[config.mk]
export PLATFORM = sky130hd
export DESIGN_NAME = miner_regs
export DESIGN_NICKNAME = d
export VERILOG_FILES = /design/src/rtl/minereg_pkg.sv /design/src/rtl/mr_fifo.sv /design/src/rtl/mr_id_src.sv /design/src/rtl/miner_regs.sv
export SDC_FILE = /design/constraint.sdc
export NUM_CORES = 2
export LEC_CHECK = 0
export ABC_CLOCK_PERIOD_IN_PS = 20600
export BUFFER_PORTS_ARGS = -buffer_cell sky130_fd_sc_hd__buf_2
export CORE_ASPECT_RATIO = 1.1
export CORE_MARGIN = 2
export CORE_UTILIZATION = 35
export CTS_CLUSTER_DIAMETER = 120
export DETAILED_ROUTE_END_ITERATION = 8
export GPL_TIMING_DRIVEN = 0
export PLACE_DENSITY = 0.55
export SLEW_MARGIN = 20
export SYNTH_ARGS = -nofsm -noshare
export SYNTH_HDL_FRONTEND = slang
export SYNTH_SLANG_ARGS = --single-unit
[constraint.sdc]
create_clock -name clk -period 20.6 [get_ports clk]
set_clock_uncertainty 0.15 [all_clocks]
set_input_delay 6.18 -clock clk [delete_from_list [all_inputs] [get_ports clk]]
set_output_delay 6.18 -clock clk [all_outputs]
set_load 0.03 [all_outputs]
[src/rtl/minereg_pkg.sv]
`timescale 1ns/1ps
package minereg_pkg;
  localparam int JOB_BITS  = 352;
  localparam int RES_BITS  = 384;
  localparam int PAD_WORDS = 32;
  localparam int RES_WORDS = RES_BITS / 32;
  localparam int JOB_WORDS = JOB_BITS / 32;

  localparam logic [7:0] A_VER   = 8'd0;
  localparam logic [7:0] A_ID    = 8'd1;
  localparam logic [7:0] A_QUE   = 8'd2;
  localparam logic [7:0] A_NONCE = 8'd3;
  localparam logic [7:0] A_RUN   = 8'd4;
  localparam logic [7:0] A_CTL   = 8'd5;
  localparam logic [7:0] A_JPAD  = 8'd208;
  localparam logic [7:0] A_RPAD  = 8'd240;

  localparam logic [15:0] IF_REV = 16'h0100;
  localparam logic [15:0] FW_REV = 16'h0100;
endpackage

[src/rtl/mr_fifo.sv]
`timescale 1ns/1ps
module mr_fifo #(
  parameter int W     = 32,
  parameter int DEPTH = 4
) (
  input  logic                         clk,
  input  logic                         rst_n,
  input  logic                         flush,
  input  logic                         push,
  input  logic [W-1:0]                 push_data,
  input  logic                         pop,
  output logic [W-1:0]                 head,
  output logic [$clog2(DEPTH+1)-1:0]   count,
  output logic                         full,
  output logic                         empty
);
  localparam int AW = (DEPTH > 1) ? $clog2(DEPTH) : 1;
  localparam int CW = $clog2(DEPTH+1);

  logic [W-1:0]  mem [DEPTH];
  logic [AW-1:0] rd_ptr, wr_ptr;
  logic          do_push, do_pop;

  function automatic logic [AW-1:0] step(input logic [AW-1:0] p);
    return (p == AW'(DEPTH-1)) ? '0 : p + AW'(1);
  endfunction

  assign full    = (count == CW'(DEPTH));
  assign empty   = (count == '0);
  assign do_push = push && !full;
  assign do_pop  = pop && !empty;
  assign head    = mem[rd_ptr];

  always_ff @(posedge clk) begin
    if (do_push && !flush) mem[wr_ptr] <= push_data;
  end

  always_ff @(posedge clk) begin
    if (!rst_n || flush) begin
      rd_ptr <= '0;
      wr_ptr <= '0;
      count  <= '0;
    end else begin
      if (do_push) wr_ptr <= step(wr_ptr);
      if (do_pop)  rd_ptr <= step(rd_ptr);
      case ({do_push, do_pop})
        2'b10:   count <= count + CW'(1);
        2'b01:   count <= count - CW'(1);
        default: count <= count;
      endcase
    end
  end

  assert_no_overflow_R8: assert property (@(posedge clk) disable iff (!rst_n)
    count <= CW'(DEPTH));
  assert_flush_empties_R4: assert property (@(posedge clk) disable iff (!rst_n)
    flush |=> count == '0);
  assert_full_push_ignored_R9: assert property (@(posedge clk) disable iff (!rst_n)
    (full && !pop && !flush) |=> count == CW'(DEPTH));
endmodule

[src/rtl/mr_id_src.sv]
`timescale 1ns/1ps
module mr_id_src #(
  parameter bit          IS_STRING = 1'b1,
  parameter logic [30:0] NUM_ID    = 31'h0,
  parameter int          LEN       = 4,
  parameter logic [8*LEN-1:0] TEXT = 32'h4D494E45
) (
  input  logic        clk,
  input  logic        rst_n,
  input  logic        advance,
  output logic [31:0] value
);
  localparam int PW = $clog2(LEN+1);
  logic [PW-1:0] pos;
  logic [7:0]    ch;

  always_ff @(posedge clk) begin
    if (!rst_n) pos <= '0;
    else if (advance && IS_STRING) pos <= (pos == PW'(LEN)) ? '0 : pos + PW'(1);
  end

  always_comb begin
    ch = 8'h00;
    for (int k = 1; k <= LEN; k++)
      if (pos == PW'(k)) ch = TEXT[8*(LEN-k) +: 8];
  end

  assign value = IS_STRING ? {ch, 23'd0, 1'b1} : {NUM_ID, 1'b0};

  assert_nul_first_R2: assert property (@(posedge clk) disable iff (!rst_n)
    (advance && IS_STRING && pos == PW'(LEN)) |=> pos == '0);
endmodule

[src/rtl/miner_regs.sv]
`timescale 1ns/1ps
module miner_regs
  import minereg_pkg::*;
#(
  parameter int          JOB_DEPTH = 4,
  parameter int          RES_DEPTH = 4,
  parameter bit          ID_IS_STRING = 1'b1,
  parameter logic [30:0] ID_NUM    = 31'h0000_0001,
  parameter int          ID_LEN    = 4,
  parameter logic [8*ID_LEN-1:0] ID_TEXT = 32'h4D494E45
) (
  input  logic                clk,
  input  logic                rst_n,
  input  logic [7:0]          bus_addr,
  input  logic [31:0]         bus_wdata,
  input  logic                bus_we,
  input  logic                bus_re,
  output logic [31:0]         bus_rdata,
  output logic                job_valid,
  input  logic                job_ready,
  output logic [JOB_BITS-1:0] job_data,
  input  logic                res_valid,
  output logic                res_ready,
  input  logic [RES_BITS-1:0] res_data,
  input  logic [31:0]         core_nonce,
  input  logic                core_idle,
  output logic                core_hold
);
  localparam int JCW = $clog2(JOB_DEPTH+1);
  localparam int RCW = $clog2(RES_DEPTH+1);

  logic [31:0]         jpad [PAD_WORDS];
  logic [RES_BITS-1:0] rpad;
  logic [JOB_BITS-1:0] job_in;
  logic [RES_BITS-1:0] res_head;
  logic [JCW-1:0]      j_cnt;
  logic [RCW-1:0]      r_cnt;
  logic                j_full, j_empty, r_full, r_empty;
  logic                in_jpad, in_rpad, ctl_wr, que_wr;
  logic                commit, take_res, flush_j, flush_r;
  logic [4:0]          jidx;
  logic [3:0]          ridx;
  logic [31:0]         id_word, rd_next;

  assign in_jpad = (bus_addr >= A_JPAD) && (bus_addr < A_RPAD);
  assign in_rpad = (bus_addr >= A_RPAD);
  assign jidx    = 5'(bus_addr - A_JPAD);
  assign ridx    = bus_addr[3:0];
  assign ctl_wr  = bus_we && (bus_addr == A_CTL);
  assign que_wr  = bus_we && (bus_addr == A_QUE);
  assign commit  = ctl_wr && bus_wdata[2];
  assign take_res = ctl_wr && bus_wdata[3];
  assign flush_j = que_wr && (bus_wdata[23:16] == 8'd0);
  assign flush_r = que_wr && (bus_wdata[31:24] == 8'd0);

  generate
    for (genvar g = 0; g < JOB_WORDS; g++) begin : g_jobpack
      assign job_in[32*g +: 32] = jpad[g];
    end
  endgenerate

  always_ff @(posedge clk) begin
    if (!rst_n) begin
      for (int i = 0; i < PAD_WORDS; i++) jpad[i] <= '0;
    end else if (bus_we && in_jpad) begin
      jpad[jidx] <= bus_wdata;
    end
  end

  always_ff @(posedge clk) begin
    if (!rst_n)                 rpad <= '0;
    else if (take_res && !r_empty) rpad <= res_head;
  end

  always_ff @(posedge clk) begin
    if (!rst_n)                          core_hold <= 1'b0;
    else if (bus_we && bus_addr == A_RUN) core_hold <= !bus_wdata[0];
  end

  mr_fifo #(.W(JOB_BITS), .DEPTH(JOB_DEPTH)) u_jobq (
    .clk(clk), .rst_n(rst_n), .flush(flush_j),
    .push(commit), .push_data(job_in),
    .pop(job_valid && job_ready), .head(job_data),
    .count(j_cnt), .full(j_full), .empty(j_empty));

  mr_fifo #(.W(RES_BITS), .DEPTH(RES_DEPTH)) u_resq (
    .clk(clk), .rst_n(rst_n), .flush(flush_r),
    .push(res_valid && res_ready), .push_data(res_data),
    .pop(take_res), .head(res_head),
    .count(r_cnt), .full(r_full), .empty(r_empty));

  assign job_valid = !j_empty;
  assign res_ready = !r_full;

  mr_id_src #(.IS_STRING(ID_IS_STRING), .NUM_ID(ID_NUM), .LEN(ID_LEN), .TEXT(ID_TEXT)) u_id (
    .clk(clk), .rst_n(rst_n),
    .advance(bus_re && bus_addr == A_ID),
    .value(id_word));

  always_comb begin
    rd_next = '0;
    if (in_jpad) begin
      rd_next = jpad[jidx];
    end else if (in_rpad) begin
      if (int'(ridx) < RES_WORDS) rd_next = rpad[32*int'(ridx) +: 32];
    end else begin
      case (bus_addr)
        A_VER:   rd_next = {FW_REV, IF_REV};
        A_ID:    rd_next = id_word;
        A_QUE:   rd_next = {8'(r_cnt), 8'(j_cnt), 8'(RES_DEPTH), 8'(JOB_DEPTH)};
        A_NONCE: rd_next = core_nonce;
        A_RUN:   rd_next = {31'd0, !core_idle};
        A_CTL:   rd_next = {30'd0, !r_empty, !j_full};
        default: rd_next = '0;
      endcase
    end
  end

  always_ff @(posedge clk) begin
    if (!rst_n)      bus_rdata <= '0;
    else if (bus_re) bus_rdata <= rd_next;
  end

  assert_rdata_hold_R12: assert property (@(posedge clk) disable iff (!rst_n)
    !bus_re |=> $stable(bus_rdata));
  assert_version_R1: assert property (@(posedge clk) disable iff (!rst_n)
    (bus_re && bus_addr == A_VER) |=> bus_rdata == 32'h0100_0100);
  assert_hold_stable_R6: assert property (@(posedge clk) disable iff (!rst_n)
    !(bus_we && bus_addr == A_RUN) |=> $stable(core_hold));
  assert_pad_kept_R9: assert property (@(posedge clk) disable iff (!rst_n)
    !(take_res && !r_empty) |=> $stable(rpad));
endmodule

Word-level counts from Yosys, hierarchy flattened

Memories as Yosys holds them, arrays and structs flattened. A register that Yosys moved wholly into a read port is not among the register bits.
Index checks and enable logic that the tools add are counted.

RAM bits: 3968
Register bits: 50
Logic and storage cells: 112
Bits of input ports: 463
Output and inout bits: 387
Memories kept: 3

Reduce and logical (&&, ||, !) cells: 38
Shift-type cells: 1
Add/subtract/negate cells: 10
Equal/unequal tests: 19
$lt $le $gt $ge: 4
Mux-type cells: 28

Memories:

| memory     | depth | width | read ports | clocked after Yosys merged registers in | wr ports | RTL line         | RTL |
|---|---|---|---|---|---|---|---|
| u_resq.mem | 4     | 384   | 1          | 1                                       | 1        | mr_fifo.sv:20    | `logic [W-1:0] mem [DEPTH];` |
| u_jobq.mem | 4     | 352   | 1          | 1                                       | 1        | mr_fifo.sv:20    |  |
| jpad       | 32    | 32    | 12         | 0                                       | 32       | miner_regs.sv:32 | `logic [31:0] jpad [PAD_WORDS];` |

Operator list:

| kind                | number |
|---|---|
| $shiftx 384x10->32  | 1 |
| $pmux 32 s6         | 1 |
| $mux 32             | 4 |
| $reduce_or 32->1    | 1 |
| $mux 7              | 4 |
| $logic_not 8->1     | 3 |
| $logic_and 1x1->1   | 18 |
| $eq 8x2->1 const B  | 2 |
| $eq 8x3->1 const B  | 2 |
| $ge 8x8->1 const B  | 2 |
| $eq 2x2->1 const B  | 6 |
| $mux 2              | 6 |
| $pmux 3 s2          | 2 |
| $logic_not 1->1     | 10 |
| $add 3x1->3 const B | 3 |
| $eq 3x3->1 const B  | 3 |
| $mux 1              | 9 |
| $add 2x1->2 const B | 4 |
| $eq 8x1->1 const B  | 1 |
| $lt 8x8->1 const B  | 1 |
| $eq 3x2->1 const B  | 2 |
| $logic_not 3->1     | 2 |
| $sub 3x1->3 const B | 2 |
| $mux 5              | 1 |
| 7 further kinds     | 10 |

Logic depth before layout (Yosys ltp)

Word-level depth: 8
Mapped depth: 13
Gate-level depth less buffers: 11

Modules after synthesis

A second synthesis with hierarchy kept.

Cell total of the unflattened synthesis: 9214
Area total of the unflattened synthesis: 174320.9 um^2

Modules (own cells, without submodules):

| module            | sequential area each (um^2) | cells each | area an instance (um^2) | instances |
|---|---|---|---|---|
| miner_regs        | 39097.5                     | 5201       | 65655.5                 | 1 |
| mr_fifo at u_resq | 46304.4                     | 2060       | 56905.8                 | 1 |
| mr_fifo at u_jobq | 42460.7                     | 1892       | 51275.4                 | 1 |
| mr_id_src         | 60.1                        | 61         | 484.2                   | 1 |

Least setup slack after synthesis

No wires, ideal clock.

Path kind: input to register
Start point: in bus_addr[1]
End point: mem u_resq.mem[0][0] (netlist bit) (enable)
Stages on the path: 8
Arrival time: 15949 ps
Buffers on the path: 4
Data required time: 19652 ps
Library setup time: 798 ps
Slack: 3702 ps
Cells stage by stage: buf_2 buf_2 buf_4 buf_2 nand3_1 nor2_1 nor2_1 and2_1

Cells in the longest elaborated chain, start to end: 7

Ends and longest elaborated chain:

| item                         | RTL line         | RTL |
|---|---|---|
| from (decl)                  | miner_regs.sv:14 | `input logic [7:0] bus_addr,` |
| $eq 8x2->1                   | miner_regs.sv:50 | `assign que_wr = bus_we && (bus_addr == A_QUE);` |
| $logic_and 1x1->1            | miner_regs.sv:50 |  |
| $logic_and 1x1->1            | miner_regs.sv:54 | `assign flush_r = que_wr && (bus_wdata[31:24] == 8'd0);` |
| $logic_not 1->1              | mr_fifo.sv:35    | `if (do_push && !flush) mem[wr_ptr] <= push_data;` |
| $logic_and 1x1->1            | mr_fifo.sv:35    |  |
| $mux 1                       | mr_fifo.sv:35    |  |
| $mux 1 (implied by the code) | mr_fifo.sv:35    |  |
| to (decl)                    | mr_fifo.sv:20    |  |

Every way passes these cells.

==> impl_metrics.env <==
export IMPL_grt_overflow_total=0
export IMPL_grt_pass1_wl_mm=792
export IMPL_die_y_um=738
export IMPL_instances_no_fill=17400
export IMPL_drc=0
export IMPL_synth_top_area_share_pct=69.4
export IMPL_die_area_um2=496000
export IMPL_yosysUniqueCellTypes=73
export IMPL_dr_first_iter_drc_count=12400
export IMPL_cts_root_buf="clkbuf_16"
export IMPL_dr_total_vias=94600
export IMPL_critPathMaxStageDelay_ps=860
export IMPL_ctsHoldBuffers=0
export IMPL_syn_inst=8956
export IMPL_avgSynthCellArea_um2=19.2
export IMPL_report_power_total_mw=18.9
export IMPL_io_pins=850
export IMPL_wl_per_cell_um=34.1
export IMPL_p_leak_nw=64.9
export IMPL_dieWidth_um=672
export IMPL_htree_levels=5
export IMPL_io_buffers=842
export IMPL_clkTransAtPathRegs_ps=60
export IMPL_crit_path_top_delay_cell="clkbuf_1"
export IMPL_hpwl_mm=445
export IMPL_cp_arrival_ps=4920
export IMPL_crit_required_ps=14270
export IMPL_drive_gt1_share_pct=28.2
export IMPL_finalCriticalPeriod_ps=11250
export IMPL_ys_ff_latch=4404
export IMPL_cts_resized=0
export IMPL_routed_wl_mm=592
export IMPL_core_region_area_um2=488000
export IMPL_ys_seq_area_share_pct=74.5
export IMPL_fin_setup_tns_ps=0
export IMPL_antenna_left=0
export IMPL_cts_setup_buffers=0
export IMPL_clkPwrFrac_pct=42.4
export IMPL_gp_congestion=0.939
export IMPL_place_ws_ps=9590
export IMPL_path_cells="buf_2 > clkbuf_1 > buf_1 > mux4_2 > buf_2"
export IMPL_p_int_mw=14.8
export IMPL_num_rows=269
export IMPL_synthMuxAreaShare_pct=14.5
export IMPL_setup_violations_final=0
export IMPL_synth_flop_cell="edfxtp_1"
export IMPL_worstMarginPinSlew_ps=1340
export IMPL_synth_top_family_by_area="multiplexers"
export IMPL_cts_buffers=445
export IMPL_criticalPathCategory="reg -> out"
export IMPL_yosys_warnings=0
export IMPL_yosysTopAreaCell="edfxtp_1"
export IMPL_n_fill_cell=43400
export IMPL_initial_core_util_pct=35.2
export IMPL_grt_max_degree=46
export IMPL_fmax_ghz=0.0889
export IMPL_worst_setup_path_start_kind="register"
export IMPL_synth_adder_area_share_pct=0.147
export IMPL_clk_latency_ps=1040
export IMPL_syn2layout_area_growth_pct=18.0
export IMPL_cp_end_kind="output port"
export IMPL_cts_tree="done"
export IMPL_fin_nets=10900
export IMPL_p_comb_share_pct=4.4
export IMPL_netlist_area_um2=172000
export IMPL_grt_pass1_vias=93000
export IMPL_p_seq_share_pct=53.2
export IMPL_status="completed"
export IMPL_cp_max_fo=10
export IMPL_switching_share_pct=21.9
export IMPL_rsz0062_at_grt="false"
export IMPL_cp_top_family="buffers and inverters"
export IMPL_dp_cells=16400
export IMPL_hold_violations=0
export IMPL_synth_xor_area_share_pct=0.0357
export IMPL_power_switching_mw=4.15
export IMPL_antenna_found_initial=330
export IMPL_hold_path_class="reg -> reg"
export IMPL_syn_nets=9438
export IMPL_firstDrtPassIters=6
export IMPL_synth_compound_area_share_pct=2.83
export IMPL_relSlewSlack_pct=10.9
export IMPL_powerDensity_nw_per_um2=93.5
export IMPL_crit_top_cell="buf_2"
export IMPL_synthTopCellsByArea="edfxtp_1 69%, mux4_2 14%, dfxtp_1 5.1%"
export IMPL_timing_final_ws_setup_ps=9350
export IMPL_fin_crit_sh_pct=54.6
export IMPL_cts_sinks=4404
export IMPL_synth_edf_count=3968
export IMPL_async_flop_share_pct=0
export IMPL_peakVddDrop_v=0.0000912
export IMPL_critPathBufInv=4
export IMPL_global_route_usage_total_pct=23.3
export IMPL_maxCapViolations=0
export IMPL_cts_buffer_depth=4
export IMPL_hold_worst_slack_ps=302
export IMPL_synth_simple_gate_area_share_pct=6.27
export IMPL_slew_viol_final=0
export IMPL_routed_via_density=5.44
power groups by stage:
stage | combinational (mW) | sequential (mW) | clock [mW]
after detailed placement | 0.824 | 10.3 | 0
after global routing | 0.856 | 10.1 | 8.47
after CTS | 0.827 | 10.1 | 8.14
after floorplan | 0.347 | 10.3 | 0
final | 0.833 | 10.1 | 8.03
after global placement | 0.747 | 10.4 | 0
registers in the layout, indices dropped and copies added, names as in the netlist, 3 cells and up, named ones only:
register	flops
u_jobq.count	3
u_resq.count	3
u_jobq.mem	1408
u_resq.mem	1536
rpad	384
bus_rdata	32
u_id.pos	3
jpad	1024
through the flow:
step | area (µm²) | utilization [%]
after global placement | 184000 | 37.7
after detailed placement | 188000 | 38.5
after CTS | 202000 | 41.5
final | 203000 | 41.5
after floorplan | 172000 | -
after global routing | 202000 | 41.5
placed cells by master (no fill, tap or decap), types with 12 or more instances in the layout:
master	Yosys	final
buf_6	15	17
buf_2	192	1037
nor2b_1	16	16
nand4_1	13	13
nor2_1	62	58
mux4_2	1086	1086
clkbuf_8	0	17
bufinv_16	0	34
inv_1	17	17
clkinv_2	0	68
clkbuf_2	7	26
clkbuf_1	364	470
a22oi_1	49	49
clkinv_1	0	93
buf_12	0	26
nand2_1	811	811
ha_1	17	17
nor3_1	21	20
o22ai_1	69	69
o21ai_0	52	20
nor2_2	8	12
a21boi_0	372	372
nand3_1	47	47
a21oi_1	22	22
buf_16	0	98
buf_4	21	26
and2_1	1034	1026
edfxtp_1	3968	3968
o221a_2	18	18
o21ai_4	0	32
or3_1	17	17
buf_1	38	35
dfxtp_1	436	436
mux2i_1	38	38
a21boi_1	13	13
clkbuf_16	0	455
diode_2	0	102
per-layer routing:
metal  GRT usage, %  wire [µm]  vias to the layer above
li1               -          -                    38300
met1           29.6     220000                    49800
met2           37.3     277000                     5186
met3           7.80      68500                     1149
met4           8.20      25000                      206
met5              0       1460                        -
cells in the mapped netlist, drive strengths merged, types with 3 or more instances:
cell type	n
or3	17
mux2i	38
a211o	7
a211oi	6
nor4	7
a21boi	385
edfxtp	3968
buf	267
nand4b	5
a22o	7
nor2b	16
o22ai	69
mux4	1086
inv	18
and2	1034
a221oi	13
nand2	811
a22oi	49
nand2b	8
clkbuf	371
xor2	5
o221a	19
nand3	47
nor2	70
a31oi	6
mux2	7
a2111oi	4
and3	10
nand4	16
o2bb2ai	3
dfxtp	436
a21oi	22
o31ai	4
ha	17
o21ai	55
nor3	22
cells by family (layout without fill, tap and decap cells):
| logic type | Yosys count | after routing |
|---|---|---|
| xor+xnor | 7 | 7 |
| buf+inv | 656 | 2475 |
| flops | 4404 | 4404 |
| fa+ha+maj | 19 | 19 |
| mux | 1131 | 1131 |
| other cells | 0 | 102 |
| simple gates | 2073 | 2073 |
| compound gates | 666 | 666 |
path summary, 6_finish.rpt:
kind | from | end | slack (ps) | cells past startpoint
max reg2reg | u_resq.count[2] | u_resq.count[2] | 16810 | 11
min reg2reg | rpad[348] | rpad[348] | 300 | 2
min | rpad[348] | rpad[348] | 300 | 2
max | register | job_data[247] | 9350 | 5
layout make-up:
class,count,area (µm²),area share [%]
plain buffers,638,2870,1.42
clock buffers,597,12100,5.97
clock inverters,238,2320,1.15
multi-input cells,3896,41300,20.4
diodes,102,255,0.126
flip-flops and latches,4404,128000,63.1
inverters,18,67.6,0.0334
well taps,6504,8140,4.02
repair buffers,984,7650,3.78
worst min-delay path: stages, from the launching register on:
cell and delay [ps]:
dfxtp_1 310, nand2_1 50, a21boi_1 50
(Power assumes the default switching activity.)
